## src/rtl/cr_pkg.sv

```systemverilog
package cr_pkg;

    typedef enum logic [2:0] {
        OP_CFG    = 3'd0,
        OP_RATE   = 3'd1,
        OP_SPREAD = 3'd2,
        OP_PAT    = 3'd3,
        OP_LANES  = 3'd4,
        OP_STAT   = 3'd5
    } cr_op_e;

    typedef enum logic [3:0] {
        S_IDLE,
        S_CFG,
        S_RATE,
        S_SPREAD,
        S_PAT0,
        S_WAIT,
        S_STAT,
        S_PATR,
        S_LANES,
        S_DONE
    } cr_state_e;

    localparam logic [7:0] PAT1_NOSCR   = 8'h21;
    localparam logic [7:0] ENH_FRAME    = 8'h80;
    localparam logic [7:0] CODE_8B10B   = 8'h01;
    localparam logic [7:0] SWING_UNSEEN = 8'hFF;
    localparam int         MAXSW_BIT    = 2;

endpackage

```

## src/rtl/cr_retry_ctr.sv

```systemverilog
module cr_retry_ctr #(
    parameter int LIMIT = 5,
    localparam int CW = $clog2(LIMIT + 1)
) (
    input  logic          clk,
    input  logic          rst_n,
    input  logic          clr,
    input  logic          inc,
    output logic          hit,
    output logic [CW-1:0] cnt
);

    logic [CW-1:0] cnt_d, cnt_q;

    always_comb begin
        cnt_d = cnt_q;
        if (clr)
            cnt_d = '0;
        else if (inc && cnt_q != CW'(LIMIT))
            cnt_d = cnt_q + 1'b1;
    end

    always_ff @(posedge clk or negedge rst_n) begin
        if (!rst_n) cnt_q <= '0;
        else        cnt_q <= cnt_d;
    end

    assign hit = inc && !clr && (cnt_q == CW'(LIMIT - 1));
    assign cnt = cnt_q;

    // give-up counters never pass their limit
    a_r6_r7_ctr_bounded: assert property (@(posedge clk) disable iff (!rst_n)
        cnt_q <= CW'(LIMIT));

endmodule

```

## src/rtl/cr_delay_tmr.sv

```systemverilog
module cr_delay_tmr #(
    parameter int DW = 16
) (
    input  logic          clk,
    input  logic          rst_n,
    input  logic          load,
    input  logic [DW-1:0] load_val,
    output logic          expired
);

    logic [DW-1:0] cnt_d, cnt_q;

    always_comb begin
        cnt_d = cnt_q;
        if (load)
            cnt_d = load_val;
        else if (cnt_q != '0)
            cnt_d = cnt_q - 1'b1;
    end

    always_ff @(posedge clk or negedge rst_n) begin
        if (!rst_n) cnt_q <= '0;
        else        cnt_q <= cnt_d;
    end

    assign expired = (cnt_q == '0);

    // wait counter steps down by one each cycle when not reloaded
    a_r4_tmr_step: assert property (@(posedge clk) disable iff (!rst_n)
        (!load && cnt_q != '0) |=> (cnt_q == $past(cnt_q) - 1'b1));

endmodule

```

## src/rtl/cr_lane_all.sv

```systemverilog
module cr_lane_all #(
    parameter int LANES = 4
) (
    input  logic [LANES-1:0] active,
    input  logic [LANES-1:0] flag,
    output logic             all_set
);

    logic [LANES-1:0] ok;

    for (genvar g = 0; g < LANES; g++) begin : g_lane
        assign ok[g] = flag[g] | ~active[g];
    end

    assign all_set = (&ok) && (|active);

endmodule

```

## src/rtl/cr_train_seq.sv

```systemverilog
module cr_train_seq
    import cr_pkg::*;
#(
    parameter int  LANES     = 4,
    parameter int  DW        = 16,
    parameter int  FULL_MAX  = 5,
    parameter int  SAME_MAX  = 5,
    localparam int LCW  = $clog2(LANES + 1),
    localparam int LENW = $clog2(LANES + 2),
    localparam int BW   = (LANES + 1) * 8
) (
    input  logic             clk,
    input  logic             rst_n,
    input  logic             start_i,
    input  logic [7:0]       bw_code_i,
    input  logic [LCW-1:0]   lane_cnt_i,
    input  logic             enh_cap_i,
    input  logic             rate_tab_i,
    input  logic [7:0]       rate_sel_i,
    input  logic [DW-1:0]    delay_i,
    input  logic [7:0]       drv_set_i,
    output logic             cmd_req_o,
    output logic [2:0]       cmd_op_o,
    output logic [LENW-1:0]  cmd_len_o,
    output logic [BW-1:0]    cmd_data_o,
    input  logic             cmd_ack_i,
    input  logic             cmd_ok_i,
    input  logic [LANES-1:0] lock_i,
    output logic             done_o,
    output logic             pass_o,
    output logic             fail_o
);

    typedef struct packed {
        cr_state_e              st;
        logic [7:0]             bw;
        logic [LCW-1:0]         lanes;
        logic                   enh;
        logic                   use_rt;
        logic [7:0]             rsel;
        logic [DW-1:0]          dly;
        logic [LANES-1:0][7:0]  set;
        logic [7:0]             prev_sw;
        logic                   pass;
        logic                   fail;
    } seq_t;

    seq_t d, q;

    logic [LANES-1:0] active, maxsw;
    logic             lock_all, max_all;
    logic             tmr_load, tmr_expired;
    logic             full_inc, full_hit, same_inc, same_clr, same_hit, ctr_clr;
    logic [$clog2(FULL_MAX+1)-1:0] full_cnt;
    logic [$clog2(SAME_MAX+1)-1:0] same_cnt;
    logic             ack;

    assign ack = cmd_ack_i && cmd_req_o;

    for (genvar g = 0; g < LANES; g++) begin : g_mask
        assign active[g] = (LCW'(g) < q.lanes);
        assign maxsw[g]  = q.set[g][MAXSW_BIT];
    end

    cr_lane_all #(.LANES(LANES)) i_lock_all (
        .active (active),
        .flag   (lock_i),
        .all_set(lock_all)
    );

    cr_lane_all #(.LANES(LANES)) i_max_all (
        .active (active),
        .flag   (maxsw),
        .all_set(max_all)
    );

    cr_delay_tmr #(.DW(DW)) i_tmr (
        .clk     (clk),
        .rst_n   (rst_n),
        .load    (tmr_load),
        .load_val(q.dly),
        .expired (tmr_expired)
    );

    cr_retry_ctr #(.LIMIT(FULL_MAX)) i_full_ctr (
        .clk  (clk),
        .rst_n(rst_n),
        .clr  (ctr_clr),
        .inc  (full_inc),
        .hit  (full_hit),
        .cnt  (full_cnt)
    );

    cr_retry_ctr #(.LIMIT(SAME_MAX)) i_same_ctr (
        .clk  (clk),
        .rst_n(rst_n),
        .clr  (ctr_clr | same_clr),
        .inc  (same_inc),
        .hit  (same_hit),
        .cnt  (same_cnt)
    );

    // Command port outputs, decoded from the registered state
    always_comb begin
        cmd_req_o  = 1'b0;
        cmd_op_o   = OP_STAT;
        cmd_len_o  = '0;
        cmd_data_o = '0;
        unique case (q.st)
            S_CFG: begin
                cmd_req_o        = 1'b1;
                cmd_op_o         = OP_CFG;
                cmd_len_o        = LENW'(2);
                cmd_data_o[7:0]  = q.bw;
                cmd_data_o[15:8] = 8'(q.lanes) | (q.enh ? ENH_FRAME : 8'h00);
            end
            S_RATE: begin
                cmd_req_o       = 1'b1;
                cmd_op_o        = OP_RATE;
                cmd_len_o       = LENW'(1);
                cmd_data_o[7:0] = q.rsel;
            end
            S_SPREAD: begin
                cmd_req_o        = 1'b1;
                cmd_op_o         = OP_SPREAD;
                cmd_len_o        = LENW'(2);
                cmd_data_o[15:8] = CODE_8B10B;
            end
            S_PAT0, S_PATR: begin
                cmd_req_o       = 1'b1;
                cmd_op_o        = OP_PAT;
                cmd_len_o       = LENW'(q.lanes) + 1'b1;
                cmd_data_o[7:0] = PAT1_NOSCR;
                for (int i = 0; i < LANES; i++)
                    if (active[i]) cmd_data_o[8*(i+1) +: 8] = q.set[i];
            end
            S_LANES: begin
                cmd_req_o = 1'b1;
                cmd_op_o  = OP_LANES;
                cmd_len_o = LENW'(q.lanes);
                for (int i = 0; i < LANES; i++)
                    if (active[i]) cmd_data_o[8*i +: 8] = q.set[i];
            end
            S_STAT: begin
                cmd_req_o = 1'b1;
                cmd_op_o  = OP_STAT;
            end
            default: ;
        endcase
    end

    // Next-state computation
    always_comb begin
        d        = q;
        full_inc = 1'b0;
        same_inc = 1'b0;
        same_clr = 1'b0;
        ctr_clr  = 1'b0;
        unique case (q.st)
            S_IDLE, S_DONE: begin
                if (start_i) begin
                    d.st      = S_CFG;
                    d.bw      = bw_code_i;
                    d.lanes   = lane_cnt_i;
                    d.enh     = enh_cap_i;
                    d.use_rt  = rate_tab_i;
                    d.rsel    = rate_sel_i;
                    d.dly     = delay_i;
                    d.set     = '0;
                    d.prev_sw = SWING_UNSEEN;
                    d.pass    = 1'b0;
                    d.fail    = 1'b0;
                    ctr_clr   = 1'b1;
                end
            end
            S_CFG:    if (ack) d.st = q.use_rt ? S_RATE : S_SPREAD;
            S_RATE:   if (ack) d.st = S_SPREAD;
            S_SPREAD: if (ack) d.st = S_PAT0;
            S_PAT0: begin
                if (ack) begin
                    if (cmd_ok_i) d.st = S_WAIT;
                    else begin d.st = S_DONE; d.fail = 1'b1; end
                end
            end
            S_WAIT:   if (tmr_expired) d.st = S_STAT;
            S_STAT: begin
                if (ack) begin
                    if (!cmd_ok_i) begin
                        d.st = S_DONE; d.fail = 1'b1;
                    end else if (lock_all) begin
                        d.st = S_DONE; d.pass = 1'b1;
                    end else if (max_all) begin
                        full_inc = 1'b1;
                        if (full_hit) begin
                            d.st = S_DONE; d.fail = 1'b1;
                        end else begin
                            d.set    = '0;
                            same_clr = 1'b1;
                            d.st     = S_PATR;
                        end
                    end else begin
                        if ({6'd0, q.set[0][1:0]} == q.prev_sw) same_inc = 1'b1;
                        else                                    same_clr = 1'b1;
                        if (same_inc && same_hit) begin
                            d.st = S_DONE; d.fail = 1'b1;
                        end else begin
                            d.prev_sw = {6'd0, q.set[0][1:0]};
                            for (int i = 0; i < LANES; i++) d.set[i] = drv_set_i;
                            d.st = S_LANES;
                        end
                    end
                end
            end
            S_PATR:   if (ack) d.st = S_WAIT;
            S_LANES: begin
                if (ack) begin
                    if (cmd_ok_i) d.st = S_WAIT;
                    else begin d.st = S_DONE; d.fail = 1'b1; end
                end
            end
            default:  d.st = S_IDLE;
        endcase
    end

    assign tmr_load = (d.st == S_WAIT) && (q.st != S_WAIT);

    always_ff @(posedge clk or negedge rst_n) begin
        if (!rst_n) begin
            q         <= '0;
            q.st      <= S_IDLE;
            q.prev_sw <= SWING_UNSEEN;
        end else begin
            q <= d;
        end
    end

    assign done_o = (q.st == S_DONE);
    assign pass_o = q.pass;
    assign fail_o = q.fail;

    // outcome flags are exclusive
    a_r9_excl: assert property (@(posedge clk) disable iff (!rst_n)
        !(pass_o && fail_o));
    // done always carries exactly one outcome
    a_r9_outcome: assert property (@(posedge clk) disable iff (!rst_n)
        done_o |-> (pass_o ^ fail_o));
    // done holds until the next start
    a_r9_done_hold: assert property (@(posedge clk) disable iff (!rst_n)
        (done_o && !start_i) |=> (done_o && $stable(pass_o) && $stable(fail_o)));
    // request and its contents stay until acknowledged
    a_r10_req_hold: assert property (@(posedge clk) disable iff (!rst_n)
        (cmd_req_o && !cmd_ack_i) |=> (cmd_req_o && $stable(cmd_op_o)
                                       && $stable(cmd_len_o) && $stable(cmd_data_o)));
    // no status read while the wait counter still runs
    a_r4_stat_after_wait: assert property (@(posedge clk) disable iff (!rst_n)
        (cmd_req_o && cmd_op_o == OP_STAT) |-> tmr_expired);
    // a pass only follows an accepted status read
    a_r5_pass_source: assert property (@(posedge clk) disable iff (!rst_n)
        $rose(pass_o) |-> $past(cmd_ack_i && cmd_ok_i && cmd_op_o == OP_STAT));

endmodule

```

## config.mk

```make
export PLATFORM = sky130hd
export DESIGN_NAME = cr_train_seq
export DESIGN_NICKNAME = d
export VERILOG_FILES = /design/src/rtl/cr_pkg.sv /design/src/rtl/cr_retry_ctr.sv /design/src/rtl/cr_delay_tmr.sv /design/src/rtl/cr_lane_all.sv /design/src/rtl/cr_train_seq.sv
export SDC_FILE = /design/constraint.sdc
export NUM_CORES = 1
export LEC_CHECK = 0
export ABC_AREA = 1
export BUFFER_PORTS_ARGS = -buffer_cell sky130_fd_sc_hd__buf_2
export CAP_MARGIN = 20
export CELL_PAD_IN_SITES_DETAIL_PLACEMENT = 1
export CELL_PAD_IN_SITES_GLOBAL_PLACEMENT = 1
export CORE_ASPECT_RATIO = 1.75
export CORE_MARGIN = 1
export CORE_UTILIZATION = 28
export DETAILED_ROUTE_END_ITERATION = 8
export HOLD_SLACK_MARGIN = 0.03
export PLACE_DENSITY_LB_ADDON = 0.1
export SLEW_MARGIN = 25
export SYNTH_ARGS = -nofsm -noshare
export SYNTH_HDL_FRONTEND = slang
export SYNTH_SLANG_ARGS = --single-unit
```

## constraint.sdc

```tcl
create_clock -name clk -period 2.8 [get_ports clk]
set_clock_uncertainty 0.1 [all_clocks]
set_input_delay 0.84 -clock clk [delete_from_list [all_inputs] [get_ports clk]]
set_output_delay 0.84 -clock clk [all_outputs]
set_load 0.01 [all_outputs]
```

# After elaboration in Yosys (flattened, before gate mapping)
# Cells that the tools add are included.
# totals
inputBits	54
out_inout_bits	50
wordCells	179
reg_bits	105
# op_classes
n_lt_le_gt_ge	4
n_eq_ne	30
bitwise	14
n_reduce_logical	34
addsub	4
n_mux	76
# op_table
operator	count
$mux W83	1
$pmux W41 S2	1
$mux W40	2
$mux W32	2
$pmux W8 S4	2
$mux W8	7
$mux W4	12
$mux W42	1
$mux W41	1
$mux W1	36
$mux W16	2
$pmux W16 S2	1
$pmux W4 S8	1
$eq A4 B3 Y1 const B	5
$logic_not A16 Y1	1
$reduce_bool A16 Y1	1
$sub A16 B1 Y16 const B	1
$pmux W3 S5	1
$ne A2 B2 Y1 const B	7
$reduce_and A7 Y1	2
$mux W3	4
$ne A3 B3 Y1 const B	4
$pmux W3 S4	1
$logic_and A1 B1 Y1	11
27 further kinds	55

# Depth between registers and ports, before layout
# logic_depth
word_depth	32
depth_mapped	18
depth_no_buf	17

# By module
# Synthesis repeated with hierarchy kept, for this count alone.
# hier_totals
hier_cells	722
area_unflattened_um2	4932.2
# modules_own_cells
module	seq_area_each_um2	cells_each	instances	area_per_inst_um2
cr_train_seq	1355.0	475	1	3239.4
cr_delay_tmr	400.4	167	1	1184.9
cr_retry_ctr	75.1	27	2	202.7
cr_lane_all	0.0	13	2	51.3

# Worst setup path before layout
# No wires, ideal clock.
# synth_path
kind	register -> output
start	register q[82] (netlist name)
end	output cmd_data_o[16]
path_stages_with_launch	8
t_required_ns	1.860
arrival_ns	1.649
setup_slack_ns	0.211
path_buffers	0
cell_sequence	dfrtp_1 > inv_1 > nand2_2 > nor2_1 > nor2_1 > clkinv_1 > nor2_1 > nor2_1
# synth_between
elab_chain_len	3
elab_cells_between_ends	5
cone_classes	eq/ne: 3; mux: 1; reduce/logical: 1
# synth_lines
item	line	source
start, declared	cr_train_seq.sv:48	seq_t d, q;
$eq A4 B3 Y1	cr_train_seq.sv:109	unique case (q.st)
$reduce_or A2 Y1	cr_train_seq.sv:109	
$pmux W16 S2 (*)	cr_train_seq.sv:109	
end, declared	cr_train_seq.sv:25	output logic [BW-1:0] cmd_data_o,
# Mark *: on every way between the ends. The rest lies on a longest branch, timed or not.

# Worst setup path after layout
# layout_path
start	register q[70] (netlist name)
end	output cmd_data_o[4]
# layout_between
elab_chain_len	3
# layout_lines
item	line	source
$lt A1 B3 Y1	cr_train_seq.sv:61	assign active[g] = (LCW'(g) < q.lanes);
$mux W8	cr_train_seq.sv:142	if (active[i]) cmd_data_o[8*i +: 8] = q.set[i];
$pmux W8 S4	cr_train_seq.sv:109	
# No other way between the ends.

==> metrics <==
DR vias/cell 4.85; clk root buf clkbuf_16; initial antenna violation count 0; Layout Nets 808; Int Pwr 3220 µW; CP max stage delay 0.49 ns; DRC viols 3; Tmin final 2.74 ns; Synth Warn # 0; Avg Inst Size Synth 7.31 µm²; Synth Area in XOR/XNOR 0.0253; Worst-Margin Slew 0.570 ns; Num CTS Buffers 9; clock latency on the worst-skew pair 0.34 ns; worst setup path category flop to output port; Leak Pwr 0.00303 µW; failing checks design-rule violations; Req. time, crit path 1.86 ns; Total Routed Length 16000 µm; R2R Path Start q[81]; Core ar. 0.0158 mm²; count of input and output buffers 103; Mapped Area 0.00451 mm²; Flop pwr share 0.323; Switch Pwr 2710 µW; RSZ-0062 raised after global routing yes; Post-Synth Simple-Gate Area 0.326; final setup vio count 0; mux cell area share after synthesis 0.00250; Fmax 365 MHz; sw frac 0.457; vias in the first global route 4990; r2r setup slk 0.18 ns; critical path startpoint category flop; worst hold path type primary input to async pin; crit path cell chain nor2_8 -> inv_4 -> nor2_4 -> inv_4 -> nand2_1 -> o211ai_1 -> buf_2; Critical R2R Capture q[14]; Max VDD drop 0.428 mV; CP Capture Type output port; Max clock buf depth 2; Routability Congestion 0.867; Critical Path Fanout Max 9; Slew Viols, Final 0; Rel. slew slack 0.620; setup TNS 0 ns; Synth cell types 43; Synthesized Nets 678; Synth top area share 0.405; Setup crit end cmd_data_o[4]; Die Footprint 0.0166 mm²; area leader, netlist dfrtp_1; total power 5930 µW; status complete, but fails checks; first-pass GRT wire length 25900 µm; Worst-path clk slew 0.07 ns; sequential share of the synthesized area 0.423; Power Dens Cells 1010 mW/mm²; Post-DP HPWL 12600 µm; crit path DAT 1.80 ns; WL per Instance 17.0 µm; top cells by area, synth dfrtp_1 41%, nand2_1 16%, inv_1 5.2%; Synth Instances 616; Fin. Hold Viols 0; largest net degree at the start of global routing 35; CTS tree done; Horiz. Die Dim 97.9 µm; Initial Utilization 0.285; Die Y-Extent 170 µm; Combinational Power Share 0.486; CP max-delay cell dfrtp_2; clk sinks 76; # IOs 104; Rows 61; cells on worst reg2reg path 14; complex-gate fraction of the synthesized area 0.116; critical path's most frequent cell inv_4; grt total ovfl 0; Tcrit/Tclk final 0.980; post-route antenna net violation count 0; gr usage total 0.202; Clk pwr share 0.191; vias post-DR 4558; Max Cap Viol 0; layout cell share with drive strength beyond 1 0.290; ant diodes 0; # H-tree levels 3; synthesized flop and latch total 76; Hold WS 0.350 ns; Area Overhead vs Synth 30.9%; DR pass1 iterations 8; Post-Synth Adder-Cell Area 0.0222; largest family of logic cells by synthesized area simple AND/OR/NAND/NOR gates; Worst Setup SP q[70]; Starting DRT DRC Count 130; Fillers 1966
==> repair_timing <==
item | CTS | global route
hold buffers | 0 | 0
pin swaps | 1 | 3
resized for setup | 22 | 20
cloned | 1 | 1
setup endpoints to repair | 43 | 29
buffers inserted | 3 | 6
==> how the worst min path moves through the flow <==
| stage | startpoint | endpoint | slack (ns) | depth (start not counted) |
|---|---|---|---|---|
| after floorplan | q[42] | q[42] | 0.33 | 2 |
| after global placement | q[62] | q[62] | 0.36 | 2 |
| after detailed placement | q[59] | q[59] | 0.36 | 2 |
| after CTS | rst_n | pass_o | 0.36 | 1 |
| after global routing | rst_n | i_same_ctr.cnt[1] | 0.37 | 1 |
| final | rst_n | pass_o | 0.35 | 1 |
==> metrics by stage <==
| stage | instances | setup slack (ns) | util | area, µm² |
|---|---|---|---|---|
| 2_1_floorplan | 616 | 0.211 | - | 4510 |
| 3_5_place_dp | 913 | -0.0448 | 0.341 | 5380 |
| 4_1_cts | 933 | 0.00315 | 0.364 | 5750 |
| 3_3_place_gp | 913 | 0.0502 | 0.341 | 5380 |
| 5_1_grt | 940 | -0.0364 | 0.373 | 5900 |
| 6_report | 940 | 0.0568 | 0.373 | 5900 |
==> state kept, by name (all words and copies together), names as in the netlist <==
signal / count
fail_o: 1
i_full_ctr.cnt: 3
i_same_ctr.cnt: 3
i_tmr.cnt_q: 16
maxsw: 1
pass_o: 1
q: 51
==> synthesized netlist by cell type, drive strengths merged <==
cell type,count
a211oi,1
nand3,50
mux2,1
clkinv,1
o21ai,38
o211ai,7
dfstp,3
a2111oi,1
o311ai,2
nand3b,1
nand2,203
buf,8
o221ai,2
inv,69
xor2,8
nand4,6
xnor2,5
nor2,72
o22ai,2
nor3,5
nor4,1
ha,8
and3,1
a32oi,4
dfrtp,73
or2,2
a22oi,1
a21oi,16
clkbuf,14
o21a,1
o32ai,10
==> logic make-up (layout without fill, tap and decap cells) <==
family | count (synthesis) | after routing
xor gates and xnor gates | 13 | 13
buffers and inverters | 92 | 227
and+or+nand+nor | 341 | 341
adders and majority gates | 8 | 8
DFF | 76 | 76
muxes | 1 | 1
AOI/OAI and AO/OA | 85 | 85
==> placed cells by master, fill, tap and decap left out, types with 4 or more instances in the layout <==
cell type / synthesis / final
a21oi_1: 16 / 15
buf_2: 2 / 103
buf_4: 2 / 34
clkbuf_16: 0 / 9
dfrtp_1: 73 / 69
dfrtp_2: 0 / 4
ha_1: 8 / 8
inv_1: 63 / 60
inv_2: 4 / 6
nand2_1: 198 / 195
nand2_2: 5 / 5
nand3_1: 47 / 47
nand4_1: 5 / 5
nor2_1: 63 / 54
nor2_2: 4 / 7
nor2_4: 4 / 10
nor3_1: 5 / 5
o211ai_1: 7 / 7
o21ai_0: 24 / 24
o21ai_1: 14 / 14
o32ai_1: 10 / 4
o32ai_2: 0 / 6
xnor2_1: 5 / 5
xor2_1: 8 / 8
==> power groups by stage <==
| stage | Clock [µW] | Sequential, µW | Combinational (µW) |
|---|---|---|---|
| 2_1_floorplan | 0 | 1790 | 1820 |
| 6_report | 1140 | 1910 | 2880 |
| 4_1_cts | 1170 | 1910 | 2810 |
| 5_1_grt | 1210 | 1970 | 3250 |
| 3_5_place_dp | 0 | 1930 | 2700 |
| 3_3_place_gp | 0 | 1920 | 2640 |
==> critical path: cells and delay by family (launching register included) <==
kind	cells	cell delay [ns]
AO/OA/AOI/OAI	1	0.12
flip-flops	1	0.49
buffers and inverters	3	0.30
AND/OR/NAND/NOR	3	0.54
==> layer usage <==
layer	wire length (µm)	up-vias	track usage
li1	-	2248	-
met3	547	20	0.0296
met4	399	0	0.0777
met5	0	-	0
met2	9200	97	0.407
met1	5870	2193	0.205
==> final cells by class <==
| class | instances | area, µm² | area share |
|---|---|---|---|
| Multi-Input combinational cell | 448 | 2370 | 0.402 |
| Sequential cell | 76 | 1910 | 0.324 |
| Timing Repair Buffer | 140 | 822 | 0.139 |
| Inverter | 70 | 272 | 0.0460 |
| Tap cell | 189 | 236 | 0.0401 |
| Clock buffer | 9 | 225 | 0.0382 |
| Clock inverter | 7 | 57.6 | 0.00976 |
| Timing Repair inverter | 1 | 5.00 | 0.000849 |
Note: power is estimated with default switching activity, not from simulation.
